==> src/rtl/blkdma_pkg.sv <==
`timescale 1ns/1ps
package blkdma_pkg;

  // register byte offsets within the channel
  localparam logic [11:0] OFS_START  = 12'h000;
  localparam logic [11:0] OFS_DIAG   = 12'h100;
  localparam logic [11:0] OFS_FIFO   = 12'h202;
  localparam logic [11:0] OFS_CTRL   = 12'h300;
  localparam logic [11:0] OFS_BLOCKS = 12'h402;
  localparam logic [11:0] OFS_CUR    = 12'h500;

  // control-word bit positions
  localparam int unsigned CB_FLUSH   = 31;
  localparam int unsigned CB_RUN     = 30;
  localparam int unsigned CB_RELOAD  = 29;
  localparam int unsigned CB_IRQEN   = 28;
  localparam int unsigned CB_TOMEM   = 27;
  localparam int unsigned CB_CLRERR  = 26;

  // status bit positions
  localparam int unsigned SB_FULL    = 11;
  localparam int unsigned SB_EMPTY   = 10;
  localparam int unsigned SB_ERR     = 9;
  localparam int unsigned SB_PEND    = 8;

  typedef struct packed {
    logic flush;
    logic run;
    logic reload;
    logic irq_en;
    logic to_mem;
    logic clr_err;
  } ctrl_cmd_t;

endpackage

==> src/rtl/blkdma_fifo.sv <==
`timescale 1ns/1ps
module blkdma_fifo #(
  parameter int unsigned W     = 16,
  parameter int unsigned DEPTH = 64
) (
  input  logic                         clk,
  input  logic                         rst_n,
  input  logic                         flush,
  input  logic                         push,
  input  logic [W-1:0]                 push_data,
  input  logic                         pop,
  output logic [W-1:0]                 head,
  output logic [$clog2(DEPTH+1)-1:0]   level,
  output logic                         full,
  output logic                         empty
);

  localparam int unsigned PW = (DEPTH > 1) ? $clog2(DEPTH) : 1;
  localparam int unsigned CW = $clog2(DEPTH + 1);

  logic [W-1:0]  store [DEPTH];
  logic [PW-1:0] rd_q, rd_d, wr_q, wr_d;
  logic [CW-1:0] lvl_q, lvl_d;
  logic          do_push, do_pop;

  assign full    = (lvl_q == CW'(DEPTH));
  assign empty   = (lvl_q == '0);
  assign do_push = push & ~full & ~flush;
  assign do_pop  = pop & ~empty & ~flush;
  assign head    = store[rd_q];
  assign level   = lvl_q;

  function automatic logic [PW-1:0] wrap_inc(input logic [PW-1:0] p);
    return (p == PW'(DEPTH - 1)) ? '0 : p + PW'(1);
  endfunction

  always_comb begin
    rd_d  = rd_q;
    wr_d  = wr_q;
    lvl_d = lvl_q;
    if (flush) begin
      rd_d  = '0;
      wr_d  = '0;
      lvl_d = '0;
    end else begin
      if (do_push) wr_d = wrap_inc(wr_q);
      if (do_pop)  rd_d = wrap_inc(rd_q);
      case ({do_push, do_pop})
        2'b10:   lvl_d = lvl_q + CW'(1);
        2'b01:   lvl_d = lvl_q - CW'(1);
        default: lvl_d = lvl_q;
      endcase
    end
  end

  always_ff @(posedge clk or negedge rst_n) begin
    if (!rst_n) begin
      rd_q  <= '0;
      wr_q  <= '0;
      lvl_q <= '0;
    end else begin
      rd_q  <= rd_d;
      wr_q  <= wr_d;
      lvl_q <= lvl_d;
    end
  end

  // storage has no reset; the write enable is the accepted push
  always_ff @(posedge clk) begin
    if (do_push) store[wr_q] <= push_data;
  end

  AST_FIFO_LEVEL_BOUND: assert property (@(posedge clk) disable iff (!rst_n)
    lvl_q <= CW'(DEPTH));
  AST_FIFO_FULL_HOLDS: assert property (@(posedge clk) disable iff (!rst_n)
    full && !pop && !flush |=> full);

endmodule

==> src/rtl/blkdma_seq.sv <==
`timescale 1ns/1ps
module blkdma_seq
  import blkdma_pkg::*;
#(
  parameter int unsigned AW         = 32,
  parameter int unsigned BCW        = 16,
  parameter int unsigned BEATS      = 32,
  parameter int unsigned BOUND_LOG2 = 19
) (
  input  logic                       clk,
  input  logic                       rst_n,
  input  logic                       start_wr,
  input  logic [AW-1:0]              start_val,
  input  logic                       blocks_wr,
  input  logic [BCW-1:0]             blocks_val,
  input  logic                       ctrl_wr,
  input  ctrl_cmd_t                  ctrl_val,
  input  logic                       beat_done,
  output logic [AW-1:0]              start_addr,
  output logic [AW-1:0]              cur_addr,
  output logic [BCW-1:0]             blocks_left,
  output logic [BCW-1:0]             blocks_reload,
  output logic [$clog2(BEATS)-1:0]   beat_idx,
  output logic                       enabled,
  output logic                       reload_mode,
  output logic                       irq_en,
  output logic                       to_mem,
  output logic                       err,
  output logic                       pending,
  output logic                       active
);

  localparam int unsigned BTW = $clog2(BEATS);
  localparam int unsigned AL  = $clog2(BEATS * 2);

  logic [AW-1:0]  sa_q, sa_d, ca_q, ca_d, ca_step;
  logic [BCW-1:0] cnt_q, cnt_d, rld_q, rld_d, cnt_dec;
  logic [BTW-1:0] beat_q, beat_d;
  logic           en_q, en_d, ar_q, ar_d, ie_q, ie_d, dir_q, dir_d;
  logic           err_q, err_d, ip_q, ip_d;
  logic           last_beat;
  logic           unused_seq_bits;

  assign unused_seq_bits = ^{start_val[AL-1:0], ctrl_val.flush};

  assign last_beat = (beat_q == BTW'(BEATS - 1));
  assign ca_step   = ca_q + AW'(2);
  assign cnt_dec   = cnt_q - BCW'(1);

  always_comb begin
    sa_d   = sa_q;
    ca_d   = ca_q;
    cnt_d  = cnt_q;
    rld_d  = rld_q;
    beat_d = beat_q;
    en_d   = en_q;
    ar_d   = ar_q;
    ie_d   = ie_q;
    dir_d  = dir_q;
    err_d  = err_q;
    ip_d   = ip_q;

    // control writes first; channel events below take precedence
    if (ctrl_wr) begin
      en_d  = ctrl_val.run;
      ar_d  = ctrl_val.reload;
      ie_d  = ctrl_val.irq_en;
      dir_d = ctrl_val.to_mem;
      if (ctrl_val.run) begin
        ip_d   = 1'b0;
        beat_d = '0;
      end
      if (ctrl_val.clr_err) err_d = 1'b0;
    end

    if (beat_done) begin
      ca_d = ca_step;
      if (last_beat) begin
        beat_d = '0;
        if (cnt_dec == '0) begin
          if (ie_q) ip_d = 1'b1;
          if (ar_q) begin
            ca_d  = sa_q;
            cnt_d = rld_q;
          end else begin
            en_d  = 1'b0;
            cnt_d = '0;
          end
        end else begin
          cnt_d = cnt_dec;
          if (ca_step[BOUND_LOG2-1:0] == '0) begin
            err_d = 1'b1;
            en_d  = 1'b0;
          end
        end
      end else begin
        beat_d = beat_q + BTW'(1);
      end
    end

    // software address and count writes override the channel
    if (start_wr) begin
      sa_d = {start_val[AW-1:AL], {AL{1'b0}}};
      ca_d = {start_val[AW-1:AL], {AL{1'b0}}};
    end
    if (blocks_wr) begin
      cnt_d = blocks_val;
      rld_d = blocks_val;
    end
  end

  always_ff @(posedge clk or negedge rst_n) begin
    if (!rst_n) begin
      sa_q   <= '0;
      ca_q   <= '0;
      cnt_q  <= '0;
      rld_q  <= '0;
      beat_q <= '0;
      en_q   <= 1'b0;
      ar_q   <= 1'b0;
      ie_q   <= 1'b0;
      dir_q  <= 1'b0;
      err_q  <= 1'b0;
      ip_q   <= 1'b0;
    end else begin
      if (start_wr)                          sa_q   <= sa_d;
      if (start_wr | beat_done)              ca_q   <= ca_d;
      if (blocks_wr | beat_done)             cnt_q  <= cnt_d;
      if (blocks_wr)                         rld_q  <= rld_d;
      if (ctrl_wr | beat_done)               beat_q <= beat_d;
      if (ctrl_wr | beat_done)               en_q   <= en_d;
      if (ctrl_wr) begin
        ar_q  <= ar_d;
        ie_q  <= ie_d;
        dir_q <= dir_d;
      end
      if (ctrl_wr | beat_done) begin
        err_q <= err_d;
        ip_q  <= ip_d;
      end
    end
  end

  assign start_addr    = sa_q;
  assign cur_addr      = ca_q;
  assign blocks_left   = cnt_q;
  assign blocks_reload = rld_q;
  assign beat_idx      = beat_q;
  assign enabled       = en_q;
  assign reload_mode   = ar_q;
  assign irq_en        = ie_q;
  assign to_mem        = dir_q;
  assign err           = err_q;
  assign pending       = ip_q;
  assign active        = en_q & ~err_q & (cnt_q != '0);

  AST_ADDR_STEP: assert property (@(posedge clk) disable iff (!rst_n)
    beat_done && !last_beat && !start_wr |=> ca_q == $past(ca_q) + AW'(2));
  AST_BLOCK_DECREMENT: assert property (@(posedge clk) disable iff (!rst_n)
    beat_done && last_beat && !blocks_wr && cnt_q > BCW'(1) |=> cnt_q == $past(cnt_q) - BCW'(1));
  AST_TC_STOPS: assert property (@(posedge clk) disable iff (!rst_n)
    beat_done && last_beat && cnt_q == BCW'(1) && !ar_q |=> !en_q);
  AST_TC_RELOADS: assert property (@(posedge clk) disable iff (!rst_n)
    beat_done && last_beat && cnt_q == BCW'(1) && ar_q && !start_wr && !blocks_wr
    |=> ca_q == $past(sa_q) && cnt_q == $past(rld_q));
  AST_ERR_STICKY: assert property (@(posedge clk) disable iff (!rst_n)
    err_q && !(ctrl_wr && ctrl_val.clr_err) |=> err_q);

endmodule

==> src/rtl/blkdma_channel.sv <==
`timescale 1ns/1ps
module blkdma_channel
  import blkdma_pkg::*;
#(
  parameter int unsigned AW              = 32,
  parameter int unsigned FIFO_DEPTH      = 64,
  parameter int unsigned BEATS_PER_BLOCK = 32,
  parameter int unsigned BLK_CNT_W       = 16,
  parameter int unsigned BOUNDARY_LOG2   = 19
) (
  input  logic          clk,
  input  logic          rst_n,
  input  logic [11:0]   cpu_addr,
  input  logic          cpu_wr,
  input  logic          cpu_rd,
  input  logic [31:0]   cpu_wdata,
  output logic [31:0]   cpu_rdata,
  output logic          mem_req,
  output logic          mem_we,
  output logic [AW-1:0] mem_addr,
  output logic [15:0]   mem_wdata,
  input  logic          mem_ack,
  input  logic [15:0]   mem_rdata,
  output logic          irq
);

  localparam int unsigned HW  = 16;
  localparam int unsigned BTW = $clog2(BEATS_PER_BLOCK);
  localparam int unsigned CW  = $clog2(FIFO_DEPTH + 1);

  // reset: asserted asynchronously, released on the clock
  logic [1:0] rst_sync_q;
  logic       rst_int_n;

  always_ff @(posedge clk or negedge rst_n) begin
    if (!rst_n) rst_sync_q <= 2'b00;
    else        rst_sync_q <= {rst_sync_q[0], 1'b1};
  end
  assign rst_int_n = rst_sync_q[1];

  // register decode
  logic sel_start, sel_diag, sel_fifo, sel_ctrl, sel_blocks, sel_cur;
  assign sel_start  = (cpu_addr == OFS_START);
  assign sel_diag   = (cpu_addr == OFS_DIAG);
  assign sel_fifo   = (cpu_addr == OFS_FIFO);
  assign sel_ctrl   = (cpu_addr == OFS_CTRL);
  assign sel_blocks = (cpu_addr == OFS_BLOCKS);
  assign sel_cur    = (cpu_addr == OFS_CUR);

  ctrl_cmd_t ctrl_cmd;
  assign ctrl_cmd.flush   = cpu_wdata[CB_FLUSH];
  assign ctrl_cmd.run     = cpu_wdata[CB_RUN];
  assign ctrl_cmd.reload  = cpu_wdata[CB_RELOAD];
  assign ctrl_cmd.irq_en  = cpu_wdata[CB_IRQEN];
  assign ctrl_cmd.to_mem  = cpu_wdata[CB_TOMEM];
  assign ctrl_cmd.clr_err = cpu_wdata[CB_CLRERR];

  logic ctrl_wr;
  assign ctrl_wr = cpu_wr & sel_ctrl;

  // channel state
  logic [AW-1:0]        start_addr, cur_addr;
  logic [BLK_CNT_W-1:0] blocks_left, blocks_reload;
  logic [BTW-1:0]       beat_idx;
  logic                 enabled, reload_mode, irq_en, to_mem, err, pending, active;
  logic                 beat_done;

  // FIFO
  logic [HW-1:0] fifo_head, fifo_in;
  logic [CW-1:0] fifo_level;
  logic          fifo_full, fifo_empty, fifo_push, fifo_pop, fifo_flush;

  assign fifo_flush = ctrl_wr & ctrl_cmd.flush;
  assign fifo_push  = to_mem ? (cpu_wr & sel_fifo) : beat_done;
  assign fifo_in    = to_mem ? cpu_wdata[HW-1:0] : mem_rdata;
  assign fifo_pop   = to_mem ? beat_done : (cpu_rd & sel_fifo);

  blkdma_fifo #(.W(HW), .DEPTH(FIFO_DEPTH)) u_fifo (
    .clk       (clk),
    .rst_n     (rst_int_n),
    .flush     (fifo_flush),
    .push      (fifo_push),
    .push_data (fifo_in),
    .pop       (fifo_pop),
    .head      (fifo_head),
    .level     (fifo_level),
    .full      (fifo_full),
    .empty     (fifo_empty)
  );

  blkdma_seq #(
    .AW(AW), .BCW(BLK_CNT_W), .BEATS(BEATS_PER_BLOCK), .BOUND_LOG2(BOUNDARY_LOG2)
  ) u_seq (
    .clk           (clk),
    .rst_n         (rst_int_n),
    .start_wr      (cpu_wr & sel_start),
    .start_val     (cpu_wdata[AW-1:0]),
    .blocks_wr     (cpu_wr & sel_blocks),
    .blocks_val    (cpu_wdata[BLK_CNT_W-1:0]),
    .ctrl_wr       (ctrl_wr),
    .ctrl_val      (ctrl_cmd),
    .beat_done     (beat_done),
    .start_addr    (start_addr),
    .cur_addr      (cur_addr),
    .blocks_left   (blocks_left),
    .blocks_reload (blocks_reload),
    .beat_idx      (beat_idx),
    .enabled       (enabled),
    .reload_mode   (reload_mode),
    .irq_en        (irq_en),
    .to_mem        (to_mem),
    .err           (err),
    .pending       (pending),
    .active        (active)
  );

  // memory side
  assign mem_req   = active & (to_mem ? ~fifo_empty : ~fifo_full);
  assign mem_we    = to_mem;
  assign mem_addr  = cur_addr;
  assign mem_wdata = fifo_head;
  assign beat_done = mem_req & mem_ack;
  assign irq       = pending & irq_en;

  // read mux
  always_comb begin
    cpu_rdata = '0;
    if (sel_start) begin
      cpu_rdata[AW-1:0] = start_addr;
    end else if (sel_diag) begin
      cpu_rdata[16 +: BTW]        = beat_idx;
      cpu_rdata[BLK_CNT_W-1:0]    = blocks_reload;
    end else if (sel_fifo) begin
      cpu_rdata[HW-1:0] = fifo_head;
    end else if (sel_ctrl) begin
      cpu_rdata[CB_RUN]    = enabled;
      cpu_rdata[CB_RELOAD] = reload_mode;
      cpu_rdata[CB_IRQEN]  = irq_en;
      cpu_rdata[CB_TOMEM]  = to_mem;
      cpu_rdata[SB_FULL]   = fifo_full;
      cpu_rdata[SB_EMPTY]  = fifo_empty;
      cpu_rdata[SB_ERR]    = err;
      cpu_rdata[SB_PEND]   = pending;
      cpu_rdata[7:0]       = 8'(fifo_level);
    end else if (sel_blocks) begin
      cpu_rdata[BLK_CNT_W-1:0] = blocks_left;
    end else if (sel_cur) begin
      cpu_rdata[AW-1:0] = cur_addr;
    end
  end

  AST_NO_REQ_ON_ERR: assert property (@(posedge clk) disable iff (!rst_int_n)
    err |-> !mem_req);
  AST_NO_REQ_ZERO_BLOCKS: assert property (@(posedge clk) disable iff (!rst_int_n)
    blocks_left == '0 |-> !mem_req);
  AST_WRITE_HAS_DATA: assert property (@(posedge clk) disable iff (!rst_int_n)
    mem_req && mem_we |-> !fifo_empty);
  AST_READ_HAS_ROOM: assert property (@(posedge clk) disable iff (!rst_int_n)
    mem_req && !mem_we |-> !fifo_full);
  AST_PEND_FROM_BEAT: assert property (@(posedge clk) disable iff (!rst_int_n)
    $rose(pending) |-> $past(beat_done));

endmodule

==> config.mk <==
export PLATFORM = sky130hd
export DESIGN_NAME = blkdma_channel
export DESIGN_NICKNAME = d
export VERILOG_FILES = /design/src/rtl/blkdma_pkg.sv /design/src/rtl/blkdma_fifo.sv /design/src/rtl/blkdma_seq.sv /design/src/rtl/blkdma_channel.sv
export SDC_FILE = /design/constraint.sdc
export NUM_CORES = 1
export LEC_CHECK = 0
export BUFFER_PORTS_ARGS = -buffer_cell sky130_fd_sc_hd__buf_2
export CORE_AREA = 2 2 513 362
export CTS_CLUSTER_DIAMETER = 200
export DETAILED_ROUTE_END_ITERATION = 10
export DIE_AREA = 0 0 515 364
export PLACE_DENSITY = 0.44
export SLEW_MARGIN = 10
export SYNTH_ARGS = -nofsm -noshare
export SYNTH_HDL_FRONTEND = slang
export SYNTH_SLANG_ARGS = --single-unit
==> constraint.sdc <==
create_clock -name clk -period 8.2 [get_ports clk]
set_input_delay 1.64 -clock clk [delete_from_list [all_inputs] [get_ports clk]]
set_output_delay 1.64 -clock clk [all_outputs]
set_load 0.05 [all_outputs]
==> results_dict.tcl, run 1 <==
set metrics [dict create \
    hold_path.class "reg -> reg" \
    leakage_nw 17.9 \
    endpoint_kind "primary output" \
    finalPower_mw 12.0 \
    synth_seq_area_share_pct 71.4 \
    cp.depth 8 \
    worstPathArrival_ns 5.13 \
    final-setup-viol-count 0 \
    hold_buffers 0 \
    start_util_pct 25.8 \
    place_hpwl_mm 89.2 \
    cts_inserted_buffers 113 \
    antenna_found_initial 4 \
    clk_path_buf_depth 3 \
    ir_worst_vdd_mv 0.180 \
    drt_wl_total_mm 144 \
    drtIter0Drc 2888 \
    powerDensity_nw_per_um2 217 \
    yosys_warnings 0 \
    rrSetupSlack_ns 3.25 \
    outcome "finished, final reports clean" \
    core_area_sq_um 183000 \
    synth_edf_count 1024 \
    dieArea_sq_um 187000 \
    ant_nets 0 \
    finalCritPeriodShare_pct 82.5 \
    reg2reg_depth 14 \
    vias_per_cell 4.89 \
    grt_pass1_vias 25800 \
    path_common_cell "buf_2" \
    fin_setup_tns_ns 0 \
    syn2layout_area_growth_pct 17.1 \
    crit_path_start_kind "input pin" \
    ioPinCount 148 \
    fmax_ghz 0.148 \
    rows 132 \
    drc 0 \
    utilization_pct 30.2 \
    dr.pass1.iters 6 \
    final_common_cell "edfxtp_1" \
    slew_headroom_pct 13.5 \
    seqCellArea_sq_um 33800 \
    cap_viol_max_count 0 \
    cts_tree "done" \
    grt.total_usage_pct 15.2 \
    max_stage_delay_ns 0.82 \
    skew_ns 0.0425 \
    layout.nets 2971 \
    ctsRootBufferMaster "clkbuf_16" \
    ys_top_cells_by_area "edfxtp_1, mux4_2, dfrtp_1" \
    yosys.area.top_type "edfxtp_1" \
    chipHeight_microns 364 \
    cp.required_ns 6.56 \
    port_buffers 146 \
    cts_setup_buffers 0 \
    synthesis.nets 2753 \
    cts_resized 0 \
    path_delay_family "simple AND/OR/NAND/NOR gates" \
    h-tree-depth 3 \
    netlist.area_leader.share_pct 65.0 \
    synth_cell_types 81 \
    layout-drive-gt1-share_pct 28.2 \
    mostFrequentLayoutCells "edfxtp_1, mux4_2, nand2_1, buf_2, dfrtp_1" \
    grt_pass1_wl_mm 204 \
    grt_max_degree 66 \
    synth-main-ff-cell "edfxtp_1" \
    rsz0062_at_grt "no" \
    multiInputGateArea_sq_um 12900 \
    syn_inst 2674 \
    crit_type "in -> out" \
    path_cells "buf_2, or4_1, nor4_1, nor2b_1, buf_4, a21oi_1, a2111oi_0, buf_2" \
    cp_num_buf_inv 3 \
    hold_path_depth 0 \
    wl_per_cell_microns 26.6 \
    gr-total-overflow 0 \
    crit_fanout 12 \
    place_congestion 0.899 \
    async_flop_share_pct 10.6 \
    clock_sink_count 1145 \
    cp_slowest_cell "nor2b_1" \
    synth-seq-cells 1145 \
    worst_pin_slew_ns 1.30 \
    syn-mean-instance-area_sq_um 17.7 \
    maxSlewViolCount 0 \
    die_w_microns 515 \
    insertion_delay_ns 0.74 \
    hold_violations 0 \
    syn_area_sq_um 47300 \
    clkTransAtPathRegs_ns 0.06 \
    post-route-min-period_ns 6.77 \
    fill_cells 18000 \
    vias 26500 \
]
logic make-up (layout without fill, tap and decap cells):
| family | count (synthesis) | in the layout | share of synthesized area [%] |
|---|---|---|---|
| compound gates | 318 | 318 | 4.71 |
| xor+xnor | 31 | 31 | 0.613 |
| fa+ha+maj | 14 | 14 | 0.386 |
| buf+inv | 178 | 497 | 1.67 |
| flops | 1145 | 1145 | 71.4 |
| mux | 361 | 361 | 15.1 |
| other cells | 2 | 7 | 0.0159 |
| simple gates | 625 | 625 | 6.09 |
path summary, 6_finish.rpt:
check | from | endpoint
worst max register to register | u_seq.blocks_left[7] | u_fifo.level[6]
worst min register to register | rst_sync_q[0] | rst_sync_q[1]
worst max-delay path | cpu_addr[5] | cpu_rdata[4]
worst min-delay path | rst_sync_q[0] | rst_sync_q[1]
max in group asynchronous | rst_sync_q[1] | u_seq.cur_addr[27]
min in group asynchronous | rst_sync_q[1] | u_seq.beat_idx[2]
worst register-to-register path: stages (launching register included):
cell,delay (ns)
dfrtp_1,0.47
nor4_1,0.70
nand4_1,0.48
o211ai_1,0.39
buf_4,0.39
o2bb2ai_4,0.20
nor3_1,0.67
ha_1,0.40
a21o_1,0.19
a21oi_1,0.23
o21bai_1,0.09
a21oi_1,0.18
mux2i_1,0.23
xnor2_1,0.13
nor2_1,0.05
power by group:
part	switching, mW	leakage [nW]	internal, mW	total, mW
sequential	0.0105	10.8	6.36	6.37
combinational	0.149	5.15	0.0392	0.188
clock	2.36	1.88	3.13	5.49
cell usage after synthesis, types with 35 or more instances:
| cell type | number |
|---|---|
| clkbuf_1 | 95 |
| buf_2 | 35 |
| nand3_1 | 46 |
| nor2_1 | 167 |
| o21ai_0 | 70 |
| mux2_2 | 44 |
| mux2i_1 | 38 |
| edfxtp_1 | 1024 |
| a21oi_1 | 55 |
| mux4_2 | 279 |
| dfrtp_1 | 121 |
| nand2_1 | 242 |
flip-flops by register name (all words and copies together) (netlist names):
signal / cells
rst_sync_q: 2
u_fifo.level: 7
u_fifo.rd_q: 6
u_fifo.store: 1024
u_fifo.wr_q: 6
u_seq.beat_idx: 5
u_seq.blocks_left: 16
u_seq.blocks_reload: 16
u_seq.cur_addr: 31
u_seq.enabled: 1
u_seq.err: 1
u_seq.irq_en: 1
u_seq.pending: 1
u_seq.reload_mode: 1
u_seq.start_addr: 26
u_seq.to_mem: 1
layout make-up:
| type | count | share of cell area (%) |
|---|---|---|
| Antenna cell | 5 | 0.0226 |
| Clock buffer | 144 | 5.39 |
| Clock inverter | 72 | 1.63 |
| Inverter | 16 | 0.108 |
| Multi-Input combinational cell | 1351 | 23.3 |
| Sequential cell | 1145 | 61.0 |
| Tap cell | 2412 | 5.45 |
| Timing Repair Buffer | 265 | 3.16 |
stage by stage:
step	worst slack, ns	std cells	hold WS (ns)	instance area [sq um]
global route	1.29	5407	0.358	55400
CTS	1.58	5405	0.358	55400
global placement	1.74	5189	0.338	51500
finish	1.43	5410	0.355	55400
floorplan	0.872	2674	0.331	47300
detailed placement	1.54	5189	0.339	51500
metal layers:
metal | share of wire [%] | GRT usage, %
met2 | 43 | 21.4
met1 | 49 | 23.8
met3 | 6.7 | 2.81
met5 | 0 | 0
met4 | 2.0 | 3.47
(Power assumes the default switching activity.)
==> inputs of run 2 (changes only) <==
==> constraint.sdc (replaced) <==
create_clock -name clk -period 7 [get_ports clk]
set_input_delay 1.4 -clock clk [delete_from_list [all_inputs] [get_ports clk]]
set_output_delay 1.4 -clock clk [all_outputs]
set_load 0.05 [all_outputs]
==> run 2 against run 1 <==
  * Non-clock buffer count is 18 higher
  * Highest routed layer is now met5
  * Utilization hardly changed
  * Count of clock-buffer cells in the layout is 3 higher
  * Register-to-register slack worse by 0.86 ns
==> results_dict.tcl, run 2 (synthesis results as in run 1) <==
set metrics [dict create \
    finalNonFillerCells 5423 \
    drt_wl_total_mm 146 \
    slew_headroom_pct 19.2 \
    finalCritPeriodShare_pct 88.3 \
    fmax_ghz 0.162 \
    powerDensity_nw_per_um2 250 \
    path_cells "buf_12, buf_12, mux4_2, mux2_2, o22ai_1, a221oi_1, a22o_1, a21oi_1, o21ai_0, buf_2" \
    clkTransAtPathRegs_ns 0.07 \
    die_w_microns 515 \
    multiInputGateArea_sq_um 12900 \
    clock_sink_count 1145 \
    grt.total_usage_pct 15.3 \
    path_common_cell "buf_12" \
    fin_setup_tns_ns 0 \
    final-setup-viol-count 0 \
    hold_violations 0 \
    ant_nets 0 \
    wl_per_cell_microns 26.9 \
    mostFrequentLayoutCells "edfxtp_1, mux4_2, nand2_1, buf_2, buf_4" \
    hold_buffers 0 \
    drtIter0Drc 3381 \
    cp_slowest_cell "dfrtp_4" \
    gr-total-overflow 0 \
    cts_inserted_buffers 115 \
    crit_path_start_kind "flop" \
    antenna_found_initial 8 \
    crit_type "reg -> out" \
    leakage_nw 17.9 \
    core_area_sq_um 183000 \
    grt_pass1_vias 25700 \
    largest_reg_flops 1024 \
    ioPinCount 148 \
    vias 26600 \
    post-route-min-period_ns 6.18 \
    ctsRootBufferMaster "clkbuf_16" \
    maxSlewViolCount 0 \
    design_area_sq_um 55400 \
    insertion_delay_ns 0.75 \
    cp_num_buf_inv 3 \
    skew_ns 0.0540 \
    final_common_cell "edfxtp_1" \
    detailed_place.area_sq_um 51700 \
    vias_per_cell 4.90 \
    cts_tree "done" \
    worstPathArrival_ns 4.78 \
    port_buffers 146 \
    place_congestion 0.908 \
    layout.nets 2991 \
    endpoint_kind "primary output" \
    cts_setup_buffers 0 \
    cap_viol_max_count 0 \
    crit_fanout 28 \
    path_delay_family "compound AO/OA/AOI/OAI gates" \
    grt_max_degree 67 \
    cp.required_ns 5.60 \
    dr.pass1.iters 6 \
    clk_path_buf_depth 3 \
    drc 0 \
    max_stage_delay_ns 0.96 \
    dieArea_sq_um 187000 \
    regMostFlops "u_fifo.store" \
    fill_cells 18000 \
    outcome "finished, final reports clean" \
    place_hpwl_mm 91.6 \
    h-tree-depth 3 \
    place_ws_ns 1.04 \
    layout-drive-gt1-share_pct 28.3 \
    rsz0062_at_grt "no" \
    dpl.cell_count 5207 \
    chipHeight_microns 364 \
    fin_ws_ns 0.822 \
    worst_pin_slew_ns 1.21 \
    seqCellArea_sq_um 33800 \
    grt_pass1_wl_mm 206 \
    rows 132 \
    ir_worst_vdd_mv 0.198 \
    syn2layout_area_growth_pct 17.1 \
    start_util_pct 25.8 \
    hold_path.class "reg -> reg" \
    cts_resized 0 \
]
-- run 2: layer usage --
layer,global-route usage [%],up-vias,routed length (microns)
li1,-,11200,-
met1,24.5,14200,71900
met2,20.8,983,60100
met3,3.13,177,10800
met4,3.35,2,2880
met5,0,-,13
-- run 2: final cells by class --
class / count / area share [%]
multi-input cells: 1351 / 23.3
diodes: 3 / 0.0135
inverters: 16 / 0.108
well taps: 2412 / 5.44
clock buffers: 147 / 5.59
clock inverters: 66 / 1.11
flip-flops and latches: 1145 / 61.0
repair buffers: 283 / 3.49
-- run 2: power breakdown --
part | switching (mW) | internal, mW
clock network | 2.76 | 3.40
registers | 0.0126 | 7.45
logic | 0.178 | 0.0466
-- run 2: path summary, 6_finish.rpt --
check                                     start           endpoint  slack (ns)  cells past startpoint
min                               rst_sync_q[0]      rst_sync_q[1]        0.35                      0
min reg2reg                       rst_sync_q[0]      rst_sync_q[1]        0.35                      0
max in group asynchronous         rst_sync_q[1]     u_fifo.rd_q[0]        5.00                      1
max reg2reg                u_seq.blocks_left[7]    u_fifo.level[6]        2.39                     15
max                              u_fifo.rd_q[0]      cpu_rdata[14]        0.82                     10
min in group asynchronous         rst_sync_q[1]  u_seq.beat_idx[0]        0.41                      0
-- run 2: through the flow --
stage	total power, mW	hold WS (ns)	util, %
4_1_cts	14.0	0.335	30.2
5_1_grt	14.3	0.360	30.2
3_3_place_gp	7.83	0.339	28.2
6_report	13.8	0.352	30.2
3_5_place_dp	7.83	0.339	28.2
2_1_floorplan	7.69	0.331	-
